$ cat config.mk
export PLATFORM = sky130hd
export DESIGN_NAME = hostctl_mailbox
export DESIGN_NICKNAME = d
export VERILOG_FILES = /design/src/rtl/mbox_pkg.sv /design/src/rtl/mbox_chan.sv /design/src/rtl/mbox_status.sv /design/src/rtl/mbox_rdmux.sv /design/src/rtl/hostctl_mailbox.sv
export SDC_FILE = /design/constraint.sdc
export NUM_CORES = 1
export LEC_CHECK = 0
export ABC_AREA = 0
export BUFFER_PORTS_ARGS = -buffer_cell sky130_fd_sc_hd__buf_2
export CAP_MARGIN = 30
export CORE_MARGIN = 8
export CORE_UTILIZATION = 45
export CTS_CLUSTER_SIZE = 25
export DETAILED_ROUTE_END_ITERATION = 8
export GPL_ROUTABILITY_DRIVEN = 1
export HOLD_SLACK_MARGIN = 0.02
export MAX_ROUTING_LAYER = met4
export PLACE_DENSITY_LB_ADDON = 0.05
export SETUP_SLACK_MARGIN = 0.05
export SYNTH_ARGS = -nofsm -noshare
export SYNTH_HDL_FRONTEND = slang
export SYNTH_SLANG_ARGS = --single-unit
$ cat constraint.sdc
create_clock -name clk -period 1.23 [get_ports clk]
set_input_delay 0.123 -clock clk [delete_from_list [all_inputs] [get_ports clk]]
set_output_delay 0.123 -clock clk [all_outputs]
set_load 0.1 [all_outputs]
$ cat src/rtl/mbox_pkg.sv
package mbox_pkg;
    localparam int MB_W       = 8;
    localparam int OBF_POS    = 0;
    localparam int IBF_POS    = 1;
    localparam int CD_POS     = 3;
    localparam logic [MB_W-1:0] SPARE_MASK = ~((MB_W'(1) << OBF_POS) |
                                               (MB_W'(1) << IBF_POS) |
                                               (MB_W'(1) << CD_POS));

    typedef enum logic {
        CH_EMPTY = 1'b0,
        CH_FULL  = 1'b1
    } chan_st_e;

    typedef enum logic {
        CD_DATA = 1'b0,
        CD_CMD  = 1'b1
    } cd_st_e;
endpackage

$ cat src/rtl/mbox_chan.sv
module mbox_chan
    import mbox_pkg::*;
#(
    parameter int W = MB_W
) (
    input  logic         clk,
    input  logic         rst_n,
    input  logic         put_i,
    input  logic [W-1:0] put_data_i,
    input  logic         take_i,
    output logic [W-1:0] data_o,
    output logic         full_o
);
    chan_st_e     st_q, st_d;
    logic [W-1:0] data_q;

    // state register
    always_ff @(posedge clk) begin
        if (!rst_n) st_q <= CH_EMPTY;
        else        st_q <= st_d;
    end

    // transitions: LOAD, REFILL, DRAIN, IDLE
    always_comb begin
        st_d = st_q;
        unique case (st_q)
            CH_EMPTY: if (put_i) st_d = CH_FULL;
            CH_FULL: begin
                if (put_i)       st_d = CH_FULL;
                else if (take_i) st_d = CH_EMPTY;
            end
            default: st_d = CH_EMPTY;
        endcase
    end

    always_ff @(posedge clk) begin
        if (!rst_n)     data_q <= '0;
        else if (put_i) data_q <= put_data_i;
    end

    // outputs
    always_comb begin
        data_o = data_q;
        full_o = (st_q == CH_FULL);
    end
endmodule

$ cat src/rtl/mbox_status.sv
module mbox_status
    import mbox_pkg::*;
(
    input  logic            clk,
    input  logic            rst_n,
    input  logic            sw_we_i,
    input  logic [MB_W-1:0] sw_wdata_i,
    input  logic            host_we_i,
    input  logic            host_cmd_i,
    input  logic            ibf_i,
    input  logic            obf_i,
    output logic [MB_W-1:0] status_o
);
    cd_st_e          cd_q, cd_d;
    logic [MB_W-1:0] spare_q;

    always_ff @(posedge clk) begin
        if (!rst_n) cd_q <= CD_DATA;
        else        cd_q <= cd_d;
    end

    always_comb begin
        cd_d = cd_q;
        unique case (cd_q)
            CD_DATA: if (host_we_i && host_cmd_i)  cd_d = CD_CMD;
            CD_CMD:  if (host_we_i && !host_cmd_i) cd_d = CD_DATA;
            default: cd_d = CD_DATA;
        endcase
    end

    always_ff @(posedge clk) begin
        if (!rst_n)       spare_q <= '0;
        else if (sw_we_i) spare_q <= sw_wdata_i & SPARE_MASK;
    end

    always_comb begin
        status_o          = spare_q & SPARE_MASK;
        status_o[OBF_POS] = obf_i;
        status_o[IBF_POS] = ibf_i;
        status_o[CD_POS]  = (cd_q == CD_CMD);
    end
endmodule

$ cat src/rtl/mbox_rdmux.sv
module mbox_rdmux
    import mbox_pkg::*;
(
    input  logic            sel_i,
    input  logic [MB_W-1:0] data_i,
    input  logic [MB_W-1:0] status_i,
    output logic [MB_W-1:0] rdata_o
);
    always_comb rdata_o = sel_i ? status_i : data_i;
endmodule

$ cat src/rtl/hostctl_mailbox.sv
module hostctl_mailbox
    import mbox_pkg::*;
(
    input  logic            clk,
    input  logic            rst_n,
    input  logic            host_wr_i,
    input  logic            host_rd_i,
    input  logic            host_sel_i,
    input  logic [MB_W-1:0] host_wdata_i,
    output logic [MB_W-1:0] host_rdata_o,
    input  logic            mc_wr_i,
    input  logic            mc_rd_i,
    input  logic            mc_sel_i,
    input  logic [MB_W-1:0] mc_wdata_i,
    output logic [MB_W-1:0] mc_rdata_o,
    output logic            irq_mc_o,
    output logic            irq_host_o
);
    logic [MB_W-1:0] in_data, out_data, status_w;
    logic            ibf, obf;
    logic            in_put, in_take, out_put, out_take, sw_we;

    always_comb begin
        in_put   = host_wr_i;
        in_take  = mc_rd_i   && !mc_sel_i;
        out_put  = mc_wr_i   && !mc_sel_i;
        out_take = host_rd_i && !host_sel_i;
        sw_we    = mc_wr_i   &&  mc_sel_i;
    end

    mbox_chan #(.W(MB_W)) u_in (
        .clk(clk), .rst_n(rst_n), .put_i(in_put), .put_data_i(host_wdata_i),
        .take_i(in_take), .data_o(in_data), .full_o(ibf)
    );

    mbox_chan #(.W(MB_W)) u_out (
        .clk(clk), .rst_n(rst_n), .put_i(out_put), .put_data_i(mc_wdata_i),
        .take_i(out_take), .data_o(out_data), .full_o(obf)
    );

    mbox_status u_stat (
        .clk(clk), .rst_n(rst_n), .sw_we_i(sw_we), .sw_wdata_i(mc_wdata_i),
        .host_we_i(host_wr_i), .host_cmd_i(host_sel_i), .ibf_i(ibf), .obf_i(obf),
        .status_o(status_w)
    );

    mbox_rdmux u_hmux (
        .sel_i(host_sel_i), .data_i(out_data), .status_i(status_w), .rdata_o(host_rdata_o)
    );

    mbox_rdmux u_mmux (
        .sel_i(mc_sel_i), .data_i(in_data), .status_i(status_w), .rdata_o(mc_rdata_o)
    );

    always_comb begin
        irq_mc_o   = ibf;
        irq_host_o = obf;
    end
endmodule

# After elaboration in Yosys (flattened, before gate mapping)
# Index checks and enable logic that the tools add are counted.
# word_totals
regBits,24
inputBits,24
out_inout_bits,18
elab_cells,30
# classes
n_mux,13
bitwise,3
reduce_logical,8
# ops
op,n
2-to-1 mux 8 bit,2
2-to-1 mux 1 bit,8
logical AND 1 bit,6
one-hot mux 1 bit (2 select lines),3
inverter 1 bit,3
logical NOT 1 bit,2

# Longest topological paths before layout
# logic_depth
word_depth,5
ltp_mapped,4
ltp_nobuf,2

# Modules after synthesis
# A second synthesis with hierarchy kept.
# hier_totals
cells_unflattened,100
hier_area_um2,1209.9
# modules_own_cells
mod,n_inst,cells_per_inst,area_each_um2,seq_area_each_um2
mbox_chan,2,28,335.3,180.2
mbox_rdmux,2,9,131.4,0.0
mbox_status,1,22,251.5,120.1
hostctl_mailbox,1,4,25.0,0.0

# Worst setup path after synthesis
# No wires, ideal clock.
# synth_path
path_type,reg-to-output
startpoint,"register u_out.st_q, in the netlist u_out.full_o"
endpoint,output host_rdata_o[0]
t_arrival_ps,1617
required_time_ps,1107
setup_slack_ps,-510
stages_incl_launch_ff,2
path_buffers,0
path_cell_list,dfxtp_1 -> mux2_2
# synth_between
elab_chain_cells,1
# synth_rtl
element,line,rtl
"start, declared",mbox_chan.sv:14,"chan_st_e st_q, st_d;"
"start signal, assigned",mbox_chan.sv:20,else st_q <= st_d;
2-to-1 mux 8 bit,mbox_rdmux.sv:9,always_comb rdata_o = sel_i ? status_i : data_i;
"end, declared",hostctl_mailbox.sv:10,"output logic [MB_W-1:0] host_rdata_o,"
# No other way between the ends.

# Worst setup path in the final report
# layout_path
startpoint,"register u_in.data_q[4], in the netlist u_in.data_o[4]"
endpoint,output mc_rdata_o[4]
# layout_between
elab_chain_cells,1
# layout_rtl
element,line,rtl
"start, declared",mbox_chan.sv:15,logic [W-1:0] data_q;
"start signal, assigned",mbox_chan.sv:38,else if (put_i) data_q <= put_data_i;
2-to-1 mux 8 bit,mbox_rdmux.sv:9,
"end, declared",hostctl_mailbox.sv:15,"output logic [MB_W-1:0] mc_rdata_o,"
# No other way between the ends.

==> results_dict.tcl <==
set metrics [dict create \
    p_comb_share_pct 35.9 \
    leakage_nw 0.7740 \
    tightest_slew_ns 0.3257 \
    finClkSkew_ns 0 \
    power.density_nw_per_um2 1154 \
    p_int_w 0.001283 \
    synth_cell_type_count 15 \
    postCtsSetupRepairBufs 0 \
    max_stage_delay_ns 0.35 \
    seqPwrFrac_pct 43.3 \
    vias_per_cell 4.944 \
    dr.pass1.iters 2 \
    yosys_warnings 0 \
    syn_avg_cell_area_um2 10.44 \
    area_growth_pct 51.39 \
    drt.antenna.violating_nets 0 \
    grt_first_pass_wirelength_um 4643 \
    crit_family "flip-flops" \
    critPathSlowestCell "dfxtp_1" \
    port_buffers 41 \
    io_pins 42 \
    hold_viol_final 0 \
    first_global_vias 994 \
    start_util_pct 46.35 \
    setup_ws_ns -0.01556 \
    status "complete, but fails checks" \
    vdd_drop_max_v 0.001247 \
    maxCapViolCount 0 \
    insertion_delay_ns 0.30 \
    power_switching_share_pct 34.87 \
    yosys-mux-area-fraction_pct 35.52 \
    antenna_cells 0 \
    worstSetupEndpointType "primary output" \
    final_layout_size_suffix_gt1_share_pct 51.35 \
    synth_top_family_by_area "multiplexers" \
    gp_congestion 0.6543 \
    post-route-period-util_pct 101.3 \
    wl_per_cell_um 15.43 \
    clock-sinks 24 \
    fill_cells 190 \
    grt_setup_unrepaired "true" \
    path_cells "mux2_4 > buf_12" \
    synth-seq-cells 24 \
    dieWidth_um 66.05 \
    cts_buffers 3 \
    min_path_type "in -> reg" \
    path_max_fanout 2 \
    hold_ws_ns 0.04762 \
    vias 880 \
    clk_path_buf_depth 2 \
    seq_area_frac_synth_pct 42.62 \
    place.detailed.hpwl_um 1959 \
    synth_simple_gate_area_share_pct 14.76 \
    synth_fa_ha_area_share_pct 0 \
    drc 0 \
    grt_max_degree 28 \
    worstPathArrival_ns 1.12 \
    synth_xor_area_share_pct 0 \
    p_switching_w 0.0006868 \
    synth_compound_area_share_pct 1.665 \
    h-tree-depth 1 \
    path_class "reg -> out" \
    cp-start-kind "register" \
    cts_tree "built" \
    final-setup-viol-count 10 \
    synth_area_um2 1127 \
    drt-initial-drc-count 19 \
    final_util_pct 70.16 \
    slew_headroom_pct 78.28 \
    wl_um 2747 \
    antenna_found_initial 0 \
    yosysTopAreaCell "dfxtp_1" \
    layout.nets 173 \
    slew_violations 0 \
    violations "setup timing" \
    synth_top_area_share_pct 42.62 \
    clk_pin_slew_ns 0.13 \
    core-area_um2 2432 \
    die_h_um 66.05 \
    overflow 0 \
    synth_area_leaders "dfxtp_1, mux2i_1, mux2_2" \
    p_clk_share_pct 20.8 \
    dieArea_um2 4363 \
    synth_fp_nets 132 \
    finalCriticalPeriod_ns 1.246 \
    grt_usage_pct 13.79 \
    netlist_instances 108 \
    crit_buf_inv 1 \
    fmax_ghz 0.8029 \
    clockRootBuffer "clkbuf_4" \
    required_ns 1.11 \
    rows 18 \
]
## worst paths after layout
path                   start  cells past startpoint              end  slack [ns]
min reg2reg  u_out.data_o[2]                      2  u_out.data_o[2]        0.47
min            mc_wdata_i[0]                      3  u_out.data_o[0]        0.05
max           u_in.data_o[4]                      2    mc_rdata_o[4]       -0.02
max reg2reg      u_in.full_o                      2      u_in.full_o        0.58
## registers in the layout (all words and copies together) (netlist names), named ones only
signal          cells
u_out.full_o        1
u_in.full_o         1
u_stat.spare_q      5
u_in.data_o         8
u_out.data_o        8
## worst register-to-register path, stage by stage, from the launching register on
cell,delay [ns]
dfxtp_4,0.37
o21ai_0,0.13
a21oi_1,0.05
## synth_stat cells
| library cell | number |
|---|---|
| buf_2 | 3 |
| nor2_1 | 1 |
| a21oi_1 | 1 |
| nand2_1 | 22 |
| buf_4 | 1 |
| mux2i_1 | 22 |
| and2b_2 | 1 |
| o2bb2ai_1 | 1 |
| dfxtp_1 | 24 |
| buf_6 | 3 |
| clkbuf_2 | 1 |
| nor2b_1 | 10 |
| o21ai_0 | 1 |
| and2_4 | 1 |
| mux2_2 | 16 |
## through the flow
step	setup TNS (ns)	cell area, um2	instances	total power [W]	setup slack, ns
finish	-0.06316	1707	178	0.001970	-0.01556
global route	-0.6286	1707	178	0.002046	-0.04987
CTS	-0.2368	1700	178	0.001988	-0.02530
detailed placement	0	1389	173	0.001438	0.06657
global placement	0	1389	173	0.001430	0.07785
floorplan	0	1150	108	0.001322	0.1757
## power by group through the flow
| stage | Sequential [W] | Clock (W) | Combinational, W |
|---|---|---|---|
| 2_1_floorplan | 0.000891 | 0 | 0.000431 |
| 3_3_place_gp | 0.000863 | 0 | 0.000567 |
| 3_5_place_dp | 0.000866 | 0 | 0.000573 |
| 4_1_cts | 0.000852 | 0.000427 | 0.000709 |
| 5_1_grt | 0.000859 | 0.000450 | 0.000737 |
| 6_report | 0.000854 | 0.000409 | 0.000707 |
## layout by cell type (no fill, tap or decap)
cell           Yosys  layout
and2b_2            1       1
buf_2              3      23
o21ai_0            1       1
clkbuf_4           0       4
and2_4             1       1
mux2_4             0      16
a21oi_1            1       1
clkbuf_8           0       1
dfxtp_2            0       9
dfxtp_1           24      13
dlygate4sd3_1      0       1
nor2_1             1       1
o2bb2ai_1          1       1
buf_12             0      17
nor2b_1           10      10
dfxtp_4            0       2
buf_4              1       2
mux2i_1           22      22
nand2_1           22      22
## metal layers
metal | part of all wire [%] | vias up | wire (um) | GRT usage, %
met5 | 0 | - | 0 | -
met3 | 5.5 | 2 | 150 | 4.237
met4 | 0.29 | 0 | 8 | 1.600
met1 | 41 | 414 | 1131 | 14.71
li1 | - | 440 | - | -
met2 | 53 | 24 | 1457 | 25.09
## cell families after synthesis
logic type      count (synthesis)
flops                          24
buf+inv                         8
mux                            38
simple gates                   35
compound gates                  3
## cell type report
cell class | instances | area (um2) | area share (%)
Clock buffer | 4 | 36.28 | 2.126
Multi-Input combinational cell | 76 | 645.6 | 37.83
Sequential cell | 24 | 499.2 | 29.25
Tap cell | 30 | 37.54 | 2.199
Timing Repair Buffer | 44 | 488.0 | 28.59
## repair_timing
item / CTS / global route
gates cloned: 0 / 0
hold endpoints to repair: 1 / 0
hold buffers: 1 / 0
gates resized for setup: 75 / 4
setup endpoints to repair: 18 / 17
No activity file was read; power rests on OpenSTA's default activity.
